$ cat src/rtl/brcond_eval.sv
module brcond_eval #(
  parameter int W = 32
) (
  input  logic [W-1:0] opa,
  input  logic [W-1:0] opb,
  input  logic [3:0]   sel,
  output logic         flag_n,
  output logic         flag_v,
  output logic         flag_c,
  output logic         flag_z,
  output logic         take,
  output logic [W-1:0] slt_out
);
  localparam logic [3:0] C_EQ = 4'd0,  C_NE = 4'd1,  C_PL = 4'd2,  C_MI = 4'd3;
  localparam logic [3:0] C_CC = 4'd4,  C_CS = 4'd5,  C_VC = 4'd6,  C_VS = 4'd7;
  localparam logic [3:0] C_LT = 4'd8,  C_LE = 4'd9,  C_GE = 4'd10, C_GT = 4'd11;
  localparam logic [3:0] C_AL = 4'd12;

  logic [W:0]   sum;
  logic [W-1:0] diff;
  logic         lt;

  assign sum  = {1'b0, opa} + {1'b0, ~opb} + {{W{1'b0}}, 1'b1};
  assign diff = sum[W-1:0];

  assign flag_c = sum[W];
  assign flag_n = diff[W-1];
  assign flag_z = (diff == '0);
  assign flag_v = (opa[W-1] ^ opb[W-1]) & (diff[W-1] ^ opa[W-1]);

  assign lt      = flag_n ^ flag_v;
  assign slt_out = {{(W-1){1'b0}}, lt};

  always_comb begin
    case (sel)
      C_EQ:    take = flag_z;
      C_NE:    take = ~flag_z;
      C_PL:    take = ~flag_n;
      C_MI:    take = flag_n;
      C_CC:    take = ~flag_c;
      C_CS:    take = flag_c;
      C_VC:    take = ~flag_v;
      C_VS:    take = flag_v;
      C_LT:    take = lt;
      C_LE:    take = flag_z | lt;
      C_GE:    take = ~lt;
      C_GT:    take = ~flag_z & ~lt;
      C_AL:    take = 1'b1;
      default: take = 1'b0;
    endcase
  end
endmodule


$ cat config.mk
export PLATFORM = sky130hd
export DESIGN_NAME = brcond_eval
export DESIGN_NICKNAME = d
export VERILOG_FILES = /design/src/rtl/brcond_eval.sv
export SDC_FILE = /design/constraint.sdc
export NUM_CORES = 1
export LEC_CHECK = 0
export BUFFER_PORTS_ARGS = -buffer_cell sky130_fd_sc_hd__buf_2
export CAP_MARGIN = 20
export CELL_PAD_IN_SITES_DETAIL_PLACEMENT = 0
export CELL_PAD_IN_SITES_GLOBAL_PLACEMENT = 1
export CORE_MARGIN = 2
export CORE_UTILIZATION = 36
export DETAILED_ROUTE_END_ITERATION = 8
export PLACE_DENSITY = 0.94
export SETUP_SLACK_MARGIN = 0.5
export SLEW_MARGIN = 20
export SYNTH_ARGS = -nofsm -noshare
export SYNTH_HDL_FRONTEND = slang
export SYNTH_SLANG_ARGS = --single-unit
$ cat constraint.sdc
create_clock -name vclk -period 7.94
set_input_delay 0.794 -clock vclk [all_inputs]
set_output_delay 0.794 -clock vclk [all_outputs]
set_load 0.01 [all_outputs]
==> summary.txt, run 1 <==
STA
  – RSZ-0062 raised after global routing: no
  – Slew @ Worst Pin: roughly 860 ps
  – Final min period: approximately 7100 ps
  – FMAX: 141 MHz
  – Final setup violation count: 0
  – Max Transition Viols Final: 0
  – Relative max-transition margin: approximately 42%
  – Final Hold Viols: 0
  – Setup TNS: 0 ps
  – Tcrit/Tclk final: around nine tenths

Setup path
  – Startpoint types: input pin
  – Kind of critical path: in2out
  – Worst-path maximum fanout: 11
  – Worst path arrival time: 6280 ps
  – Critical Path Sink Type: output pin
  – CP required: 7150 ps

Power and ir drop
  – Switching share of total power: around 60%
  – Cell area power density: 79.1 nW/um^2
  – Leak: 1.58 nW
  – Seq pwr share: 0%
  – Internal power: about 0.00010 W
  – Clock share of power: 0%
  – Sw Pwr: about 0.00016 W
  – Logic gate share of total power: 100.0%
  – Peak VDD IR: about 0.032 mV

Logic synthesis
  – Adder-cell share of the synthesized area: 14.8%
  – Syn Area/Cell: roughly 6.6 um^2
  – Main combinational cell family by area after synthesis: compound AO/OA/AOI/OAI gates
  – Synth Instances: approximately 450
  – Top cell type's share of synthesized area: a little over an eighth
  – Cell variety after synth: 73
  – Dominant cell type by area after synthesis: ha_1
  – Xor and xnor area share after synthesis: 3.24%
  – Seq/Total Area, Yosys: 0%
  – Mapped Area: between 2000 and 3000 um^2
  – Synth Area in Compound Gates: between 30% and 40%
  – Synth area leaders: ha_1 13%, buf_4 8.1%, a21oi_1 6.9%
  – Mux cell area share after synthesis: roughly 1.8%
  – Syn. warnings: 0
  – Synth Area in Simple Gates: between 20% and 30%

Routing
  – DRT Pass-1 Iters: 4
  – Wire per inst: roughly 14 um
  – DRT iter0 DRCs: 162
  – Post-route ant nets: 0
  – Final WL: 8.72 mm
  – # DRC: 0
  – DR vias: 3395
  – Via density: 5.51

Global route
  – Total grt overflow: 0
  – Initial antenna violation count: 0
  – Total track usage: a little under a fifth
  – Vias in the first global route: around 3000
  – Largest net degree at the start of global routing: 14
  – First-pass GRT wire length: 13.9 mm

Place
  – Gpl congestion: 0.946
  – Port Buffers: between 70 and 80
  – Post-DP HPWL: roughly 7.5 mm

Die
  – Ports: 105
  – Die H: approximately 95 um
  – Initial Utilization: a little under two fifths
  – Core Rows: 33
  – Die area: between 8000 and 9000 um^2
  – Die Wd: approximately 95 um
  – Core area: 8090 um^2

Outcome
  – Run status: complete, no violations

Layout
  – Fraction of final layout cells sized beyond drive strength 1: a little under a fifth
  – Register Area: 0 um^2
  – Area growth, synth to finish: 10.7%
  – Final Net Count: just over 600
  – Clk_buf instances: 0
  – Final core utilization: between 40 and 50%
  – Seq_cells: 0
  – # fillers: roughly 900
  – Antenna cell count: 0

Flow run
  – Max cap viols: 0

Clock tree
  – Hold-fix buffers, CTS: 0
  – Post-CTS Setup Bufs: 0

Hold path
  – HP Class: in2out
cells in the mapped netlist, types with 4 or more instances:
cell type  instances
clkbuf_1           4
o21a_1            12
a31oi_1            6
o21ai_0           22
and3_1             5
inv_1             46
buf_4             32
nor4_1             6
o211ai_1           6
or3_1              4
nor2_1            37
ha_1              32
nand2_1           37
a211oi_1           8
nand4_1            8
or4_1              7
nor2b_1            4
nand3_1           10
a2111oi_0          6
a21o_1             6
a21oi_1           41
o211a_1            4
nor3b_1            5
nor3_1            17
xor2_1             6
xnor2_1            5
worst paths after layout:
kind / start / depth (start not counted) / end / slack (ps)
max: opa[8] / 21 / flag_z / 860
min: opa[31] / 3 / slt_out[0] / 2050
cell usage in the layout (no fill, tap or decap), drive strengths merged, types with 3 or more instances in the layout:
cell type and instances:
nand2 39, o21ai 24, and3b 3, and3 5
a211oi 8, nor3 18, nand3 10, and2 5
nand2b 3, o21bai 3, o211ai 6, o2111ai 3
a21oi 43, o21a 13, a31oi 6, nor4 7
mux2 3, inv 46, or4 7, nor3b 5
or2 3, conb 31, nor2 37, a21o 6
a211o 3, ha 32, buf 74, nand4 8
xor2 6, or3 4, xnor2 5, o211a 4
nor2b 4, a2111oi 8
power groups by stage:
stage | Combinational, W | Clock, W | Sequential (W)
after floorplan | 0.000203 | 0 | 0
after global placement | 0.000253 | 0 | 0
after detailed placement | 0.000254 | 0 | 0
after CTS | 0.000256 | 0 | 0
after global routing | 0.000291 | 0 | 0
final | 0.000260 | 0 | 0
kinds of logic (layout without fill, tap and decap cells):
group	Yosys count	count (layout)
buf+inv	90	120
fa+ha+maj	34	34
mux	5	5
compound gates	145	145
xor+xnor	11	11
simple gates	165	165
other cells	1	31
layer usage:
layer	vias to the layer above	global-route usage (%)	part of all wire, %
li1	1724	-	-
met1	1538	24.5	45
met2	121	32.3	47
met3	12	1.92	6.5
met4	0	4.23	1.7
met5	-	0	0
layout make-up:
class	instances	area, um^2	area share (%)
Multi-Input combinational cell	391	2620	79.5
Tap cell	105	131	3.99
Timing Repair Buffer	74	370	11.3
Inverter	46	173	5.25
metrics by stage:
stage / hold slack, ps / setup slack (ps) / area [um^2] / instances / total power, W
floorplan: 1780 / 1730 / 3080 / 481 / 0.000203
global route: 2090 / 487 / 3290 / 616 / 0.000291
CTS: 2060 / 824 / 3260 / 616 / 0.000256
finish: 2050 / 865 / 3290 / 616 / 0.000260
detailed placement: 2050 / 824 / 3260 / 616 / 0.000254
global placement: 2050 / 990 / 3260 / 616 / 0.000253
what timing repair did:
action / 4_1_cts / 5_1_grt
endpoints found under the hold margin: 0 / 0
resized for setup: 0 / 8
endpoints found under the setup margin: 0 / 2
critical path, stage by stage:
cell and delay [ps]:
buf_2 100, ha_1 490, a21oi_1 180, o21a_1 250, or3_1 410, a31oi_2 190
o21ai_0 190, o21bai_1 160, a21oi_1 80, o21bai_1 140, a21oi_1 90, fa_1 610
o2111ai_1 230, nor4_4 170, nand4_1 130, or4_1 460, or4_1 470, or4_1 500
nor3_1 250, and4bb_1 240, buf_2 130
(Power assumes the default switching activity.)
==> run 2: changes to the inputs <==
Settings changed: CORE_MARGIN 2 to unset, RECOVER_POWER set to 50.
==> summary.txt, run 2 (synthesis gave the netlist of run 1 again) <==
Setup path
  – Worst-path maximum fanout: 11 (unchanged)
  – Critical Path Sink Type: output pin (unchanged)
  – Worst path arrival time: 6240 ps (was 6280 ps)
  – CP peak stage delay: 620 ps (was 610 ps)
  – Kind of critical path: in2out (unchanged)
  – Startpoint types: input pin (unchanged)
  – CP required: 7150 ps (about the same)
  – Slowest CP cell: fa_1 (unchanged)
  – Sequence of cells on the critical path: buf_2, ha_1, a21oi_1, o21a_1, or3_1, a31oi_2, o21ai_0, o21bai_1, a21oi_1, o21bai_1, a21oi_1, fa_1, o2111ai_2, nor4_4, nand4_1, or4_1, or4_1, or4_1, nor3_1, and4bb_1, buf_2 (was buf_2, ha_1, a21oi_1, o21a_1, or3_1, a31oi_2, o21ai_0, o21bai_1, a21oi_1, o21bai_1, a21oi_1, fa_1, o2111ai_1, nor4_4, nand4_1, or4_1, or4_1, or4_1, nor3_1, and4bb_1, buf_2)

Power and ir drop
  – Seq pwr share: 0% (about the same)
  – Sw Pwr: 0.000158 W (about the same)
  – Leak: 1.57 nW (was 1.58 nW)
  – Internal power: 0.000102 W (about the same)
  – Logic gate share of total power: 100.0% (about the same)
  – Clock share of power: 0% (about the same)
  – Switching share of total power: 60.7% (about the same)
  – Cell area power density: 79.3 nW/um^2 (was 79.1 nW/um^2)
  – Overall power: 0.000261 W (was 0.000260 W)
  – Peak VDD IR: 0.0254 mV (was 0.0316 mV)

Hold path
  – Worst Hold End: flag_v (was slt_out[0])
  – Hold depth: 4 (was 3)
  – Worst hold path startpoint: opa[31] (unchanged)
  – HP Class: in2out (unchanged)

Die
  – Initial Utilization: 37.9% (was 36.7%)
  – Die area: 8620 um^2 (was 9000 um^2)
  – Die Wd: 92.9 um (was 94.9 um)
  – Ports: 105 (unchanged)
  – Core area: 7850 um^2 (was 8090 um^2)
  – Die H: 92.9 um (was 94.9 um)
  – Core Rows: 32 (was 33)

Place
  – Dpl cell area: 3260 um^2 (about the same)
  – Post-DP HPWL: 7.30 mm (was 7.45 mm)
  – Port Buffers: 74 (unchanged)
  – Gpl congestion: 0.929 (was 0.946)

Clock tree
  – CTS resizes: 0 (unchanged)
  – Post-CTS Setup Bufs: 0 (unchanged)
  – Hold-fix buffers, CTS: 0 (unchanged)

STA
  – Relative max-transition margin: 43.8% (was 42.5%)
  – Tcrit/Tclk final: 88.6% (was 89.1%)
  – Max Transition Viols Final: 0 (unchanged)
  – FMAX: 142 MHz (was 141 MHz)
  – Hold_ws: 2040 ps (was 2050 ps)
  – Final setup violation count: 0 (unchanged)
  – Final Hold Viols: 0 (unchanged)
  – Setup TNS: 0 ps (unchanged)
  – RSZ-0062 raised after global routing: no (unchanged)
  – Final min period: 7040 ps (was 7080 ps)
  – Slew @ Worst Pin: 838 ps (was 857 ps)

Routing
  – DR vias: 3402 (was 3395)
  – Via density: 5.55 (was 5.51)
  – DRT Pass-1 Iters: 5 (was 4)
  – Post-route ant nets: 0 (unchanged)
  – # DRC: 0 (unchanged)
  – Final WL: 8.53 mm (was 8.72 mm)
  – DRT iter0 DRCs: 179 (was 162)
  – Wire per inst: 13.9 um (was 14.2 um)

Global route
  – Total grt overflow: 0 (unchanged)
  – Total track usage: 19.4% (was 18.5%)
  – First-pass GRT wire length: 14.1 mm (was 13.9 mm)
  – Initial antenna violation count: 0 (unchanged)
  – Met2 track demand over resource: 33.6% (was 32.3%)
  – Grt peak-use layer: met2 (unchanged)
  – Largest net degree at the start of global routing: 14 (unchanged)
  – Grt met3 use: 1.15% (was 1.92%)
  – Vias in the first global route: 3131 (was 3021)
  – Grt met1 use: 26.1% (was 24.5%)

Layout
  – Area growth, synth to finish: 10.6% (was 10.7%)
  – Most frequent cells in the layout: 72 x buf_2, 46 x inv_1, 41 x a21oi_1, 37 x nand2_1, 37 x nor2_1 (was 74 x buf_2, 46 x inv_1, 41 x a21oi_1, 37 x nand2_1, 37 x nor2_1)
  – Final core utilization: 41.9% (was 40.7%)
  – Fraction of final layout cells sized beyond drive strength 1: 18.6% (was 19.0%)
  – Register Area: 0 um^2 (unchanged)
  – Clk_buf instances: 0 (unchanged)
  – Commonest non-fill, non-tap cell in the layout: buf_2 (unchanged)
  – Antenna cell count: 0 (unchanged)
  – Seq_cells: 0 (unchanged)
  – Post-route design area: 3290 um^2 (about the same)
  – # fillers: 877 (was 904)
  – Final Net Count: 615 (unchanged)

Outcome
  – Run status: complete, no violations (unchanged)

Flow run
  – Max cap viols: 0 (unchanged)
[run 2: worst max-delay path by stage]
stage               slack [ps]  endpoint     from
floorplan                 1730    flag_z   opb[7]
global placement          1030    flag_z   opb[7]
detailed placement         850      take  opb[10]
CTS                        850      take  opb[10]
global route               450    flag_z  opb[10]
finish                     900    flag_z   opa[8]
[run 2: routing by layer]
layer,vias up,part of all wire [%]
met5,-,0
met4,0,1.9
met2,133,47
met1,1526,46
li1,1725,-
met3,18,5.4
[run 2: area by class of cell]
cell class                 count  area, um^2  area share (%)
multi-input combinational    391        2620            79.7
timing repair buffer          74         368            11.2
inverter                      46         173            5.25
tap                          102         128            3.88
[run 2: power by group through the flow]
stage                     Clock (W)  Combinational [W]  Sequential [W]
after floorplan                   0           0.000203               0
after global placement            0           0.000254               0
after detailed placement          0           0.000254               0
after CTS                         0           0.000255               0
after global routing              0           0.000290               0
final                             0           0.000261               0
[run 2: critical path, delay by kind of cell]
family	cells	cell delay [ps]
AO/OA/AOI/OAI	9	1470
adder cells (fa/ha/maj)	2	1120
buffers and inverters	2	240
AND/OR/NAND/NOR	8	2640
[run 2: through the flow]
step                      instances  setup WS, ps
final                           613           902
after global routing            613           455
after CTS                       613           848
after detailed placement        613           847
after global placement          613          1030
after floorplan                 481          1730
==> run 3: changes to the inputs <==
Settings changed: ABC_AREA set to 1, CORE_UTILIZATION 36 to 33.
==> summary.txt, run 3 <==
Routing
  – DRT iter0 DRCs: 151 (was 179)
  – DR vias: 3493 (was 3402)
  – Final WL: 7.54 mm (was 8.53 mm)
  – Via density: 4.39 (was 5.55)
  – Wire per inst: 9.48 um (was 13.9 um)
  – Post-route ant nets: 0 (unchanged)
  – # DRC: 0 (unchanged)
  – DRT Pass-1 Iters: 5 (unchanged)

STA
  – Setup TNS: 0 ps (unchanged)
  – Tcrit/Tclk final: 60.8% (was 88.6%)
  – Hold_ws: 2010 ps (was 2040 ps)
  – RSZ-0062 raised after global routing: no (unchanged)
  – Final Hold Viols: 0 (unchanged)
  – Final min period: 4830 ps (was 7040 ps)
  – Max Transition Viols Final: 0 (unchanged)
  – FMAX: 207 MHz (was 142 MHz)
  – Final setup violation count: 0 (unchanged)
  – Fin worst setup slack: 3110 ps (was 902 ps)

Logic synthesis
  – Seq/Total Area, Yosys: 0% (unchanged)
  – Synth cell count leaders: 229 x nand2_1, 146 x inv_1, 58 x nor2_1 (was 46 x inv_1, 41 x a21oi_1, 37 x nand2_1, 37 x nor2_1)
  – Mapped Area: 2990 um^2 (was 2970 um^2)
  – Syn Area/Cell: 4.86 um^2 (was 6.59 um^2)
  – Cell variety after synth: 29 (was 73)
  – Synth Instances: 616 (was 451)
  – Syn. warnings: 0 (unchanged)
  – Dominant cell type by area after synthesis: nand2_1 (was ha_1)
  – Top cell type's share of synthesized area: 28.7% (was 13.5%)
  – Most common cell in the netlist: nand2_1 (was inv_1)
  – Synth area leaders: nand2_1 29%, inv_1 18%, ha_1 13% (was ha_1 13%, buf_4 8.1%, a21oi_1 6.9%)

Power and ir drop
  – Logic gate share of total power: 100.0% (about the same)
  – Seq pwr share: 0% (about the same)
  – Peak VDD IR: 0.0271 mV (was 0.0254 mV)
  – Sw Pwr: 0.000146 W (was 0.000158 W)
  – Switching share of total power: 63.9% (was 60.7%)
  – Cell area power density: 68.0 nW/um^2 (was 79.3 nW/um^2)
  – Leak: 2.32 nW (was 1.57 nW)
  – Internal power: 0.0000825 W (was 0.000102 W)
  – Clock share of power: 0% (about the same)

Layout
  – Commonest non-fill, non-tap cell in the layout: nand2_1 (was buf_2)
  – Most frequent cells in the layout: 229 x nand2_1, 146 x inv_1, 71 x buf_2, 58 x nor2_1, 35 x nand3_1 (was 72 x buf_2, 46 x inv_1, 41 x a21oi_1, 37 x nand2_1, 37 x nor2_1)
  – Area growth, synth to finish: 12.3% (was 10.6%)
  – Antenna cell count: 0 (unchanged)
  – Final core utilization: 38.3% (was 41.9%)
  – Final Net Count: 791 (was 615)
  – Register Area: 0 um^2 (unchanged)
  – Clk_buf instances: 0 (unchanged)
  – Post-Layout Cell Count: 795 (was 613)
  – # fillers: 1062 (was 877)
  – Seq_cells: 0 (unchanged)
  – Fraction of final layout cells sized beyond drive strength 1: 12.4% (was 18.6%)

Clock tree
  – CTS resizes: 0 (unchanged)
  – Post-CTS Setup Bufs: 0 (unchanged)
  – Hold-fix buffers, CTS: 0 (unchanged)

Die
  – Core Rows: 34 (was 32)
  – Die Wd: 97.2 um (was 92.9 um)
  – Ports: 105 (unchanged)
  – Die area: 9450 um^2 (was 8620 um^2)
  – Initial Utilization: 34.1% (was 37.9%)
  – Die H: 97.2 um (was 92.9 um)
  – Core area: 8760 um^2 (was 7850 um^2)

Outcome
  – Run status: complete, no violations (unchanged)

Place
  – Dpl ws: 3090 ps (was 847 ps)
  – Placed Instances: 795 (was 613)
  – Port Buffers: 74 (unchanged)
  – Gpl congestion: 0.882 (was 0.929)
  – Post-DP HPWL: 6.81 mm (was 7.30 mm)

Flow run
  – Max cap viols: 0 (unchanged)

Setup path
  – CP peak stage delay: 530 ps (was 620 ps)
  – Critical Path Most Common Cell: nand2_1
  – CP required: 7150 ps (about the same)
  – Slowest CP cell: fa_1 (unchanged)
  – Startpoint types: input pin (unchanged)
  – Worst path arrival time: 4030 ps (was 6240 ps)
  – Worst-path maximum fanout: 4 (was 11)
  – Kind of critical path: in2out (unchanged)
  – Critical Path Sink Type: output pin (unchanged)

Global route
  – Vias in the first global route: 3094 (was 3131)
  – Total grt overflow: 0 (unchanged)
  – Total track usage: 15.8% (was 19.4%)
  – Initial antenna violation count: 0 (unchanged)
  – Largest net degree at the start of global routing: 8 (was 14)
  – First-pass GRT wire length: 13.1 mm (was 14.1 mm)

Hold path
  – Worst Hold End: flag_v (unchanged)
  – HP Class: in2out (unchanged)
  – Worst hold path startpoint: opa[31] (unchanged)
  – Hold depth: 5 (was 4)
-- run 3: changes by cell type after synthesis, moves of 7 or more --
cell and change:
a211oi_1 -7, a21oi_1 -12, o21ai_0 -20, nor2_1 +21, o21a_1 -12, nor3_1 -11, nand3_1 +25, inv_1 +100
nand2_1 +192, or4_1 -7
-- run 3: cells by family (layout without fill, tap and decap cells) --
| family | count (synthesis) | count (layout) | synth area share (%) |
|---|---|---|---|
| simple gates | 355 | 355 | 49.0 |
| buf+inv | 179 | 220 | 26.6 |
| compound gates | 42 | 42 | 8.07 |
| fa+ha+maj | 34 | 34 | 14.7 |
| xor+xnor | 5 | 5 | 1.46 |
| other cells | 1 | 31 | 0.125 |
-- run 3: layer usage --
layer  wire length [um]  share of wire [%]  vias to the layer above  global-route usage [%]
li1                   -                  -                     1944                       -
met5                  0                  0                        -                       0
met1               3850                 51                     1473                    22.4
met2               3340                 44                       76                    28.5
met3                348                4.6                        0                   0.216
met4                  0                  0                        0                       0
-- run 3: layout make-up --
cell class | count | area (um^2) | share of cell area (%)
repair buffers | 74 | 367 | 10.9
multi-input cells | 467 | 2310 | 68.7
well taps | 108 | 135 | 4.02
inverters | 146 | 548 | 16.3
-- run 3: per-stage QoR --
step / cell area [um^2] / power, W
final: 3360 / 0.000228
after global routing: 3360 / 0.000265
after CTS: 3360 / 0.000230
after detailed placement: 3360 / 0.000229
after global placement: 3360 / 0.000230
after floorplan: 3100 / 0.000179
-- run 3: power groups by stage --
| stage | registers [W] | clock network [W] | logic [W] |
|---|---|---|---|
| 6_report | 0 | 0 | 0.000228 |
| 5_1_grt | 0 | 0 | 0.000265 |
| 4_1_cts | 0 | 0 | 0.000230 |
| 3_5_place_dp | 0 | 0 | 0.000229 |
| 3_3_place_gp | 0 | 0 | 0.000230 |
| 2_1_floorplan | 0 | 0 | 0.000179 |
-- run 3: worst max path at each step --
stage | to | slack (ps) | from | depth (start not counted)
2_1_floorplan | take | 3580 | opb[7] | 22
3_3_place_gp | take | 3140 | opb[2] | 31
3_5_place_dp | take | 3090 | opb[11] | 31
4_1_cts | take | 3080 | opb[2] | 31
5_1_grt | take | 2680 | opb[2] | 31
6_report | take | 3110 | opa[11] | 30
-- run 3: worst max-delay path: cells and delay by family --
family / cells / cell delay (ps)
AOI/OAI and AO/OA: 1 / 70
and+or+nand+nor: 23 / 1870
buffers and inverters: 4 / 370
adders and majority gates: 2 / 920
